<file path="config.mk">
export PLATFORM = sky130hd
export DESIGN_NAME = wdog_keyed
export DESIGN_NICKNAME = d
export VERILOG_FILES = /design/src/rtl/wdk_pkg.sv /design/src/rtl/wdk_prescale.sv /design/src/rtl/wdk_keyseq.sv /design/src/rtl/wdk_count.sv /design/src/rtl/wdk_pulse.sv /design/src/rtl/wdog_keyed.sv
export SDC_FILE = /design/constraint.sdc
export NUM_CORES = 1
export LEC_CHECK = 0
export ABC_CLOCK_PERIOD_IN_PS = 2700
export BUFFER_PORTS_ARGS = -buffer_cell sky130_fd_sc_hd__buf_2
export CAP_MARGIN = 20
export CORE_MARGIN = 2
export CORE_UTILIZATION = 59
export CTS_CLUSTER_SIZE = 30
export DETAILED_ROUTE_END_ITERATION = 12
export GPL_ROUTABILITY_DRIVEN = 0
export PLACE_DENSITY = 0.8
export SYNTH_ARGS = -nofsm -noshare
export SYNTH_HDL_FRONTEND = slang
export SYNTH_SLANG_ARGS = --single-unit
</file>
<file path="constraint.sdc">
create_clock -name clk -period 2.7 [get_ports clk]
set_input_delay 0.135 -clock clk [delete_from_list [all_inputs] [get_ports clk]]
set_output_delay 0.135 -clock clk [all_outputs]
set_load 0.005 [all_outputs]
</file>
<file path="src/rtl/wdk_pkg.sv">
`timescale 1ns/1ps
package wdk_pkg;
   localparam int          HW_W     = 16;
   localparam int          FIELD_W  = 8;
   localparam int          CNT_W    = FIELD_W + 1;
   localparam int          OFS_CTL  = 0;
   localparam int          OFS_SVC  = 2;
   localparam int          OFS_STS  = 4;
   localparam logic [15:0] KEY_ARM  = 16'h5555;
   localparam logic [15:0] KEY_FIRE = 16'hAAAA;
   localparam int          B_LP     = 0;
   localparam int          B_DBG    = 1;
   localparam int          B_EN     = 2;
   localparam int          B_ROUTE  = 3;
   localparam logic [15:0] CTL_RST  = 16'h0000;
   localparam int          ST_WD    = 1;
   localparam int          ST_POR   = 4;
   typedef enum logic {SEQ_IDLE = 1'b0, SEQ_ARMED = 1'b1} seq_e;
endpackage

</file>
<file path="src/rtl/wdk_prescale.sv">
`timescale 1ns/1ps
module wdk_prescale #(
   parameter int TICK_CYC = 4
) (
   input  logic clk,
   input  logic arst_n,
   input  logic run_i,
   input  logic clr_i,
   output logic tick_o
);
   localparam int PW = (TICK_CYC > 1) ? $clog2(TICK_CYC) : 1;

   if (TICK_CYC < 1) begin : g_bad
      $error("wdk_prescale: TICK_CYC must be at least 1");
   end

   if (TICK_CYC == 1) begin : g_direct
      assign tick_o = run_i && !clr_i;
   end else begin : g_count
      logic [PW-1:0] pre_q;
      logic          wrap;
      assign wrap   = (pre_q == PW'(TICK_CYC - 1));
      assign tick_o = run_i && !clr_i && wrap;

      always_ff @(posedge clk or negedge arst_n) begin
         if (!arst_n)       pre_q <= '0;
         else if (clr_i)    pre_q <= '0;
         else if (run_i) begin
            if (wrap)       pre_q <= '0;
            else            pre_q <= pre_q + 1'b1;
         end
      end

      AST_PRE_RANGE: assert property (@(posedge clk) disable iff (!arst_n)
         pre_q <= PW'(TICK_CYC - 1));
      AST_PRE_HOLD: assert property (@(posedge clk) disable iff (!arst_n)
         (!run_i && !clr_i) |=> $stable(pre_q));
   end
endmodule

</file>
<file path="src/rtl/wdk_keyseq.sv">
`timescale 1ns/1ps
module wdk_keyseq import wdk_pkg::*; (
   input  logic            clk,
   input  logic            arst_n,
   input  logic            wr_i,
   input  logic [HW_W-1:0] data_i,
   output logic            reload_o
);
   seq_e st_q;

   assign reload_o = wr_i && (st_q == SEQ_ARMED) && (data_i == KEY_FIRE);

   always_ff @(posedge clk or negedge arst_n) begin
      if (!arst_n)                      st_q <= SEQ_IDLE;
      else if (wr_i) begin
         if (data_i == KEY_ARM)         st_q <= SEQ_ARMED;
         else                           st_q <= SEQ_IDLE;
      end
   end

   AST_ARM_BY_KEY: assert property (@(posedge clk) disable iff (!arst_n)
      (st_q == SEQ_ARMED && $past(st_q) == SEQ_IDLE) |-> $past(wr_i && data_i == KEY_ARM));
   AST_FIRE_DISARMS: assert property (@(posedge clk) disable iff (!arst_n)
      reload_o |=> (st_q == SEQ_IDLE));
endmodule

</file>
<file path="src/rtl/wdk_count.sv">
`timescale 1ns/1ps
module wdk_count #(
   parameter int CNT_W   = 9,
   parameter int RST_VAL = 1
) (
   input  logic             clk,
   input  logic             arst_n,
   input  logic             reload_i,
   input  logic [CNT_W-1:0] load_i,
   input  logic             tick_i,
   output logic             running_o,
   output logic             expire_o
);
   logic [CNT_W-1:0] cnt_q;

   if (RST_VAL < 0 || RST_VAL >= (1 << CNT_W)) begin : g_bad
      $error("wdk_count: RST_VAL out of range");
   end

   assign running_o = (cnt_q != '0);
   assign expire_o  = tick_i && !reload_i && (cnt_q == CNT_W'(1));

   always_ff @(posedge clk or negedge arst_n) begin
      if (!arst_n)                   cnt_q <= CNT_W'(RST_VAL);
      else if (reload_i)             cnt_q <= load_i;
      else if (tick_i && running_o)  cnt_q <= cnt_q - 1'b1;
   end

   AST_RELOAD_ONLY_KEY: assert property (@(posedge clk) disable iff (!arst_n)
      (cnt_q > $past(cnt_q)) |-> $past(reload_i));
   AST_HOLD_NO_TICK: assert property (@(posedge clk) disable iff (!arst_n)
      (!tick_i && !reload_i) |=> $stable(cnt_q));
   AST_EXPIRE_ZERO: assert property (@(posedge clk) disable iff (!arst_n)
      expire_o |=> !running_o);
endmodule

</file>
<file path="src/rtl/wdk_pulse.sv">
`timescale 1ns/1ps
module wdk_pulse #(
   parameter int LEN = 16
) (
   input  logic clk,
   input  logic arst_n,
   input  logic start_i,
   output logic pulse_o
);
   localparam int PC_W = $clog2(LEN + 1);
   localparam int HR_W = $clog2(LEN + 2);

   if (LEN < 1) begin : g_bad
      $error("wdk_pulse: LEN must be at least 1");
   end

   logic [PC_W-1:0] pc_q;

   always_ff @(posedge clk or negedge arst_n) begin
      if (!arst_n) begin
         pulse_o <= 1'b0;
         pc_q    <= '0;
      end else if (start_i && !pulse_o) begin
         pulse_o <= 1'b1;
         pc_q    <= PC_W'(LEN - 1);
      end else if (pulse_o) begin
         if (pc_q == '0) pulse_o <= 1'b0;
         else            pc_q    <= pc_q - 1'b1;
      end
   end

   // checker: length of the current high run
   logic [HR_W-1:0] hi_run;
   always_ff @(posedge clk or negedge arst_n) begin
      if (!arst_n)                             hi_run <= '0;
      else if (!pulse_o)                       hi_run <= '0;
      else if (hi_run != HR_W'(LEN + 1))       hi_run <= hi_run + 1'b1;
   end

   AST_PULSE_MAX: assert property (@(posedge clk) disable iff (!arst_n)
      hi_run <= HR_W'(LEN));
   AST_PULSE_FULL: assert property (@(posedge clk) disable iff (!arst_n)
      $fell(pulse_o) |-> ($past(hi_run) == HR_W'(LEN - 1)));
endmodule

</file>
<file path="src/rtl/wdog_keyed.sv">
`timescale 1ns/1ps
module wdog_keyed import wdk_pkg::*; #(
   parameter int TICK_CYC = 50_000_000,
   parameter int RST_CYC  = 16,
   parameter int ADDR_W   = 3
) (
   input  logic              clk,
   input  logic              por_n,
   input  logic              rst_n,
   input  logic [ADDR_W-1:0] bus_addr,
   input  logic              bus_we,
   input  logic [HW_W-1:0]   bus_wdata,
   output logic [HW_W-1:0]   bus_rdata,
   input  logic              lowpwr_i,
   input  logic              debug_i,
   output logic              reset_req,
   output logic              tmo_o
);
   if (ADDR_W < 3) begin : g_bad_addr
      $error("wdog_keyed: ADDR_W must reach offset 0x4");
   end

   logic            arst_n;
   logic            sel_ctl, sel_svc, sel_sts;
   logic [HW_W-1:0] ctl_q;
   logic            st_por_q, st_wd_q;
   logic            reload, tick, running, expire, adv, susp;
   logic            start_rst, start_tmo;

   assign arst_n  = por_n & rst_n;
   assign sel_ctl = (bus_addr == ADDR_W'(OFS_CTL));
   assign sel_svc = (bus_addr == ADDR_W'(OFS_SVC));
   assign sel_sts = (bus_addr == ADDR_W'(OFS_STS));

   // control register, enable bit sticky
   always_ff @(posedge clk or negedge arst_n) begin
      if (!arst_n)                 ctl_q <= CTL_RST;
      else if (bus_we && sel_ctl) begin
         ctl_q        <= bus_wdata;
         ctl_q[B_EN]  <= bus_wdata[B_EN] | ctl_q[B_EN];
      end
   end

   // status register, power-on domain only
   always_ff @(posedge clk or negedge por_n) begin
      if (!por_n) begin
         st_por_q <= 1'b1;
         st_wd_q  <= 1'b0;
      end else if (start_rst) begin
         st_por_q <= 1'b0;
         st_wd_q  <= 1'b1;
      end
   end

   always_comb begin
      bus_rdata = '0;
      if (sel_ctl) bus_rdata = ctl_q;
      else if (sel_sts) begin
         bus_rdata[ST_POR] = st_por_q;
         bus_rdata[ST_WD]  = st_wd_q;
      end
   end

   assign susp = (ctl_q[B_LP] && lowpwr_i) || (ctl_q[B_DBG] && debug_i);
   assign adv  = ctl_q[B_EN] && !susp && running;

   wdk_keyseq u_keyseq (
      .clk      (clk),
      .arst_n   (arst_n),
      .wr_i     (bus_we && sel_svc),
      .data_i   (bus_wdata),
      .reload_o (reload)
   );

   wdk_prescale #(.TICK_CYC(TICK_CYC)) u_prescale (
      .clk    (clk),
      .arst_n (arst_n),
      .run_i  (adv),
      .clr_i  (reload),
      .tick_o (tick)
   );

   wdk_count #(.CNT_W(CNT_W), .RST_VAL(int'(CTL_RST[15:8]) + 1)) u_count (
      .clk       (clk),
      .arst_n    (arst_n),
      .reload_i  (reload),
      .load_i    ({1'b0, ctl_q[15:8]} + 1'b1),
      .tick_i    (tick),
      .running_o (running),
      .expire_o  (expire)
   );

   assign start_rst = expire && !ctl_q[B_ROUTE];
   assign start_tmo = expire &&  ctl_q[B_ROUTE];

   wdk_pulse #(.LEN(RST_CYC)) u_pulse_rst (
      .clk     (clk),
      .arst_n  (arst_n),
      .start_i (start_rst),
      .pulse_o (reset_req)
   );

   wdk_pulse #(.LEN(RST_CYC)) u_pulse_tmo (
      .clk     (clk),
      .arst_n  (arst_n),
      .start_i (start_tmo),
      .pulse_o (tmo_o)
   );

   AST_EN_STICKY: assert property (@(posedge clk) disable iff (!arst_n)
      $past(ctl_q[B_EN]) |-> ctl_q[B_EN]);
   AST_LP_FREEZE: assert property (@(posedge clk) disable iff (!arst_n)
      (ctl_q[B_LP] && lowpwr_i) |-> !tick);
   AST_DBG_FREEZE: assert property (@(posedge clk) disable iff (!arst_n)
      (ctl_q[B_DBG] && debug_i) |-> !tick);
   AST_OFF_NO_TICK: assert property (@(posedge clk) disable iff (!arst_n)
      !ctl_q[B_EN] |-> !tick);
   AST_STATUS_ONE: assert property (@(posedge clk) disable iff (!por_n)
      $onehot({st_por_q, st_wd_q}));
   AST_STATUS_MARK: assert property (@(posedge clk) disable iff (!arst_n)
      $rose(reset_req) |-> st_wd_q);
endmodule

</file>
==> flow_summary.json <==
{
  "outcome": "finished, violations left",
  "violations": "hold timing",
  "synthArstFlopShare": 1.000,
  "ioPinCount": 43,
  "clk_path_buf_depth": 2,
  "grt_overflow": 0,
  "final_worst_path_cycle_share": 0.9264,
  "worstSetupPathType": "flip-flop to flip-flop",
  "path_max_fanout": 6,
  "synthMostInstantiatedCell": "sky130_fd_sc_hd__dfrtp_1",
  "antenna_found_initial": 0,
  "design.core.area_um2": 6026,
  "period_minus_slack_ps": 2501,
  "nets": 469,
  "tritoncts_clock_tree": "yes",
  "area_delta_synth_final_pct": 13.99,
  "cell_type_with_the_largest_total_area_after_synthesis": "sky130_fd_sc_hd__dfrtp_1",
  "hold_path_class": "input pin to async pin",
  "postCtsHoldBufs": 1,
  "synth.net_count": 422,
  "drc_errors": 0,
  "final_standard_cell_count_with_taps_included_and_fillers_excluded": 515,
  "setup_tns_ps": 0,
  "drv.max_cap_violation_count": 0,
  "route.met2.wl_um": 4029,
  "finalHoldViolCount": 1,
  "overall_power_w": 0.002336,
  "grt_setup_unrepaired": "false",
  "number_of_global_route_vias_before_repair": 3170,
  "worst_setup_hold_path_clk_slew_ps": 80,
  "timing.final.setup_violations": 0,
  "power_per_cell_area_nw_per_um2": 548.4,
  "irDropWorstVdd_mv": 0.3346,
  "ctsHtreeMaxLevel": 3,
  "place.detailed.hpwl_um": 5664,
  "worst_setup_path_start_kind": "flip-flop",
  "cts_made_buffers": 9,
  "final.fill_count": 445,
  "maxSlewViolCount": 0,
  "yosys.area.top_type_share": 0.4285,
  "hold_slack_ps": -0.4032,
  "route.met3.wl_um": 462,
  "detailedPlace.worstSlack_ps": 238.3,
  "grtUsageTotal": 0.2502,
  "critPathArrivalTime_ps": 2740,
  "worstMarginPinSlew_ps": 823.3,
  "synth-edff-count": 0,
  "yosys-top-cells-count": "64 x sky130_fd_sc_hd__dfrtp_1, 28 x sky130_fd_sc_hd__nor2_1, 25 x sky130_fd_sc_hd__a21oi_1, 25 x sky130_fd_sc_hd__nand2_1, 21 x sky130_fd_sc_hd__and2_1",
  "floorplan.die_area_um2": 6987,
  "uppermost_routed_layer": "met4",
  "fmax_ghz": 0.3998,
  "timing.clock.skew_ps": 10.15,
  "timing.slew.headroom": 0.4511,
  "setup.worst_path.end_class": "flip-flop",
  "synthTopCellsByArea": "sky130_fd_sc_hd__dfrtp_1 43%, sky130_fd_sc_hd__mux2_2 4.5%, sky130_fd_sc_hd__xor2_1 4.5%",
  "vias_per_cell": 6.006,
  "syn-cell-area_um2": 3737,
  "route.vias.total": 3093,
  "routed_wl_um": 8194,
  "ys.flop_type": "sky130_fd_sc_hd__dfrtp_1",
  "placed_cells_incl_taps": 498,
  "yosys_register_bits": 66,
  "grt_pass1_wl_um": 14370,
  "dieWidth_um": 83.59,
  "first_pass_iters": 4,
  "syn_avg_cell_area_um2": 9.632,
  "setup_slack_ps": 198.7,
  "fp-row-count": 28,
  "post_drt_wl_per_cell_um": 15.91,
  "cts_resized": 0,
  "antenna_violating_nets_post_route": 0,
  "seq_area_frac_synth": 0.4426,
  "diodes": 0,
  "number_of_buffers_inserted_to_repair_setup_after_cts": 0,
  "grt_start_max_net_pins": 35,
  "die_y_um": 83.59,
  "netlist_instances": 388,
  "port_buffers": 42,
  "netlist-cell-type-count": 52,
  "wl_met1_um": 3604,
  "cp.required_ps": 2940,
  "final_layout_size_suffix_gt1_frac": 0.2182,
  "master_cell_of_the_clock_root_buffer": "sky130_fd_sc_hd__clkbuf_8",
  "lkg_pwr_nw": 2.054,
  "effective_utilization_at_floorplan": 0.6202,
  "cts.sinks": 66,
  "detailedRoute.firstIterationViolations": 226,
  "worst_skew_pair_latency_ps": 340,
  "yosysWarningCount": 0
}
==> cells by family after synthesis <==
kind of cell / after synthesis / synth area share
simple gates: 180 / 0.2795
compound gates: 52 / 0.08202
flops: 66 / 0.4426
xor+xnor: 29 / 0.06796
fa+ha+maj: 9 / 0.03013
buf+inv: 30 / 0.03381
mux: 22 / 0.06394
==> registers in the layout, indices dropped and copies added (netlist names) <==
name / count
ctl_q: 16
st_por_q: 1
st_wd_q: 1
u_count.cnt_q: 9
u_keyseq.st_q: 1
u_prescale.g_count.pre_q: 26
u_pulse_rst.pc_q: 5
u_pulse_rst.pulse_o: 1
u_pulse_tmo.pc_q: 5
u_pulse_tmo.pulse_o: 1
==> placed cells by master, fill, tap and decap left out, drive strengths merged, types with 4 or more instances in the layout <==
cell type,synthesis,routed
xnor2,10,10
or3,6,6
nand4,14,14
nor3,17,17
nor2,28,28
buf,5,53
or4,4,4
nand2,26,26
a21oi,25,25
nor4bb,6,6
nor4,7,7
xor2,19,19
ha,9,9
clkbuf,13,13
nand3,15,15
and3,10,10
mux2,15,15
o21ai,12,12
mux2i,7,7
dfrtp,64,64
and2,22,22
inv,12,12
or2,4,4
==> final cells by class <==
cell class,count,area [µm²],area share
Multi-Input combinational cell,292,1963,0.4608
Sequential cell,66,1654,0.3883
Timing Repair Buffer,54,315.3,0.07401
Clock buffer,13,148.9,0.03495
Tap cell,75,93.84,0.02203
Inverter,12,45.04,0.01057
Clock inverter,3,40.04,0.009398
==> critical path: stages (launching register included) <==
cell and delay (ps):
sky130_fd_sc_hd__dfrtp_1 410, sky130_fd_sc_hd__or4_4 540, sky130_fd_sc_hd__nor4_2 300, sky130_fd_sc_hd__and2_1 270, sky130_fd_sc_hd__nand2_4 100, sky130_fd_sc_hd__or4_1 600, sky130_fd_sc_hd__and2_1 190
==> final timing paths <==
path,cells after the start,from,slack (ps),to
max in group asynchronous,4,por_n,1450,u_prescale.g_count.pre_q[9]
max reg2reg,6,u_prescale.g_count.pre_q[10],200,u_pulse_rst.pc_q[4]
min,2,rst_n,-0.4,ctl_q[5]
max,6,u_prescale.g_count.pre_q[10],200,u_pulse_rst.pc_q[4]
min reg2reg,1,st_por_q,490,st_por_q
min in group clk,2,bus_wdata[2],50,ctl_q[2]
==> through the flow <==
| stage | hold WS (ps) | utilization | area, µm² |
|---|---|---|---|
| CTS | 31.05 | 0.7070 | 4260 |
| global placement | -70.72 | 0.6740 | 4061 |
| global route | 47.66 | 0.7070 | 4260 |
| detailed placement | -68.53 | 0.6740 | 4061 |
| finish | -0.4032 | 0.7070 | 4260 |
| floorplan | -160.6 | - | 3737 |
==> layer usage <==
metal  vias to the layer above  track usage
li1                       1487            -
met1                      1491       0.3211
met2                       102       0.4247
met3                        13      0.03858
met4                         0      0.09971
met5                         -            0
==> power breakdown <==
| group | switching [W] | internal [W] |
|---|---|---|
| Clock | 0.000377 | 0.000451 |
| Combinational | 0.000180 | 0.000158 |
| Sequential | 0.0000956 | 0.00108 |
| Total | 0.000652 | 0.00168 |
Power figures use the tool's default switching activity.
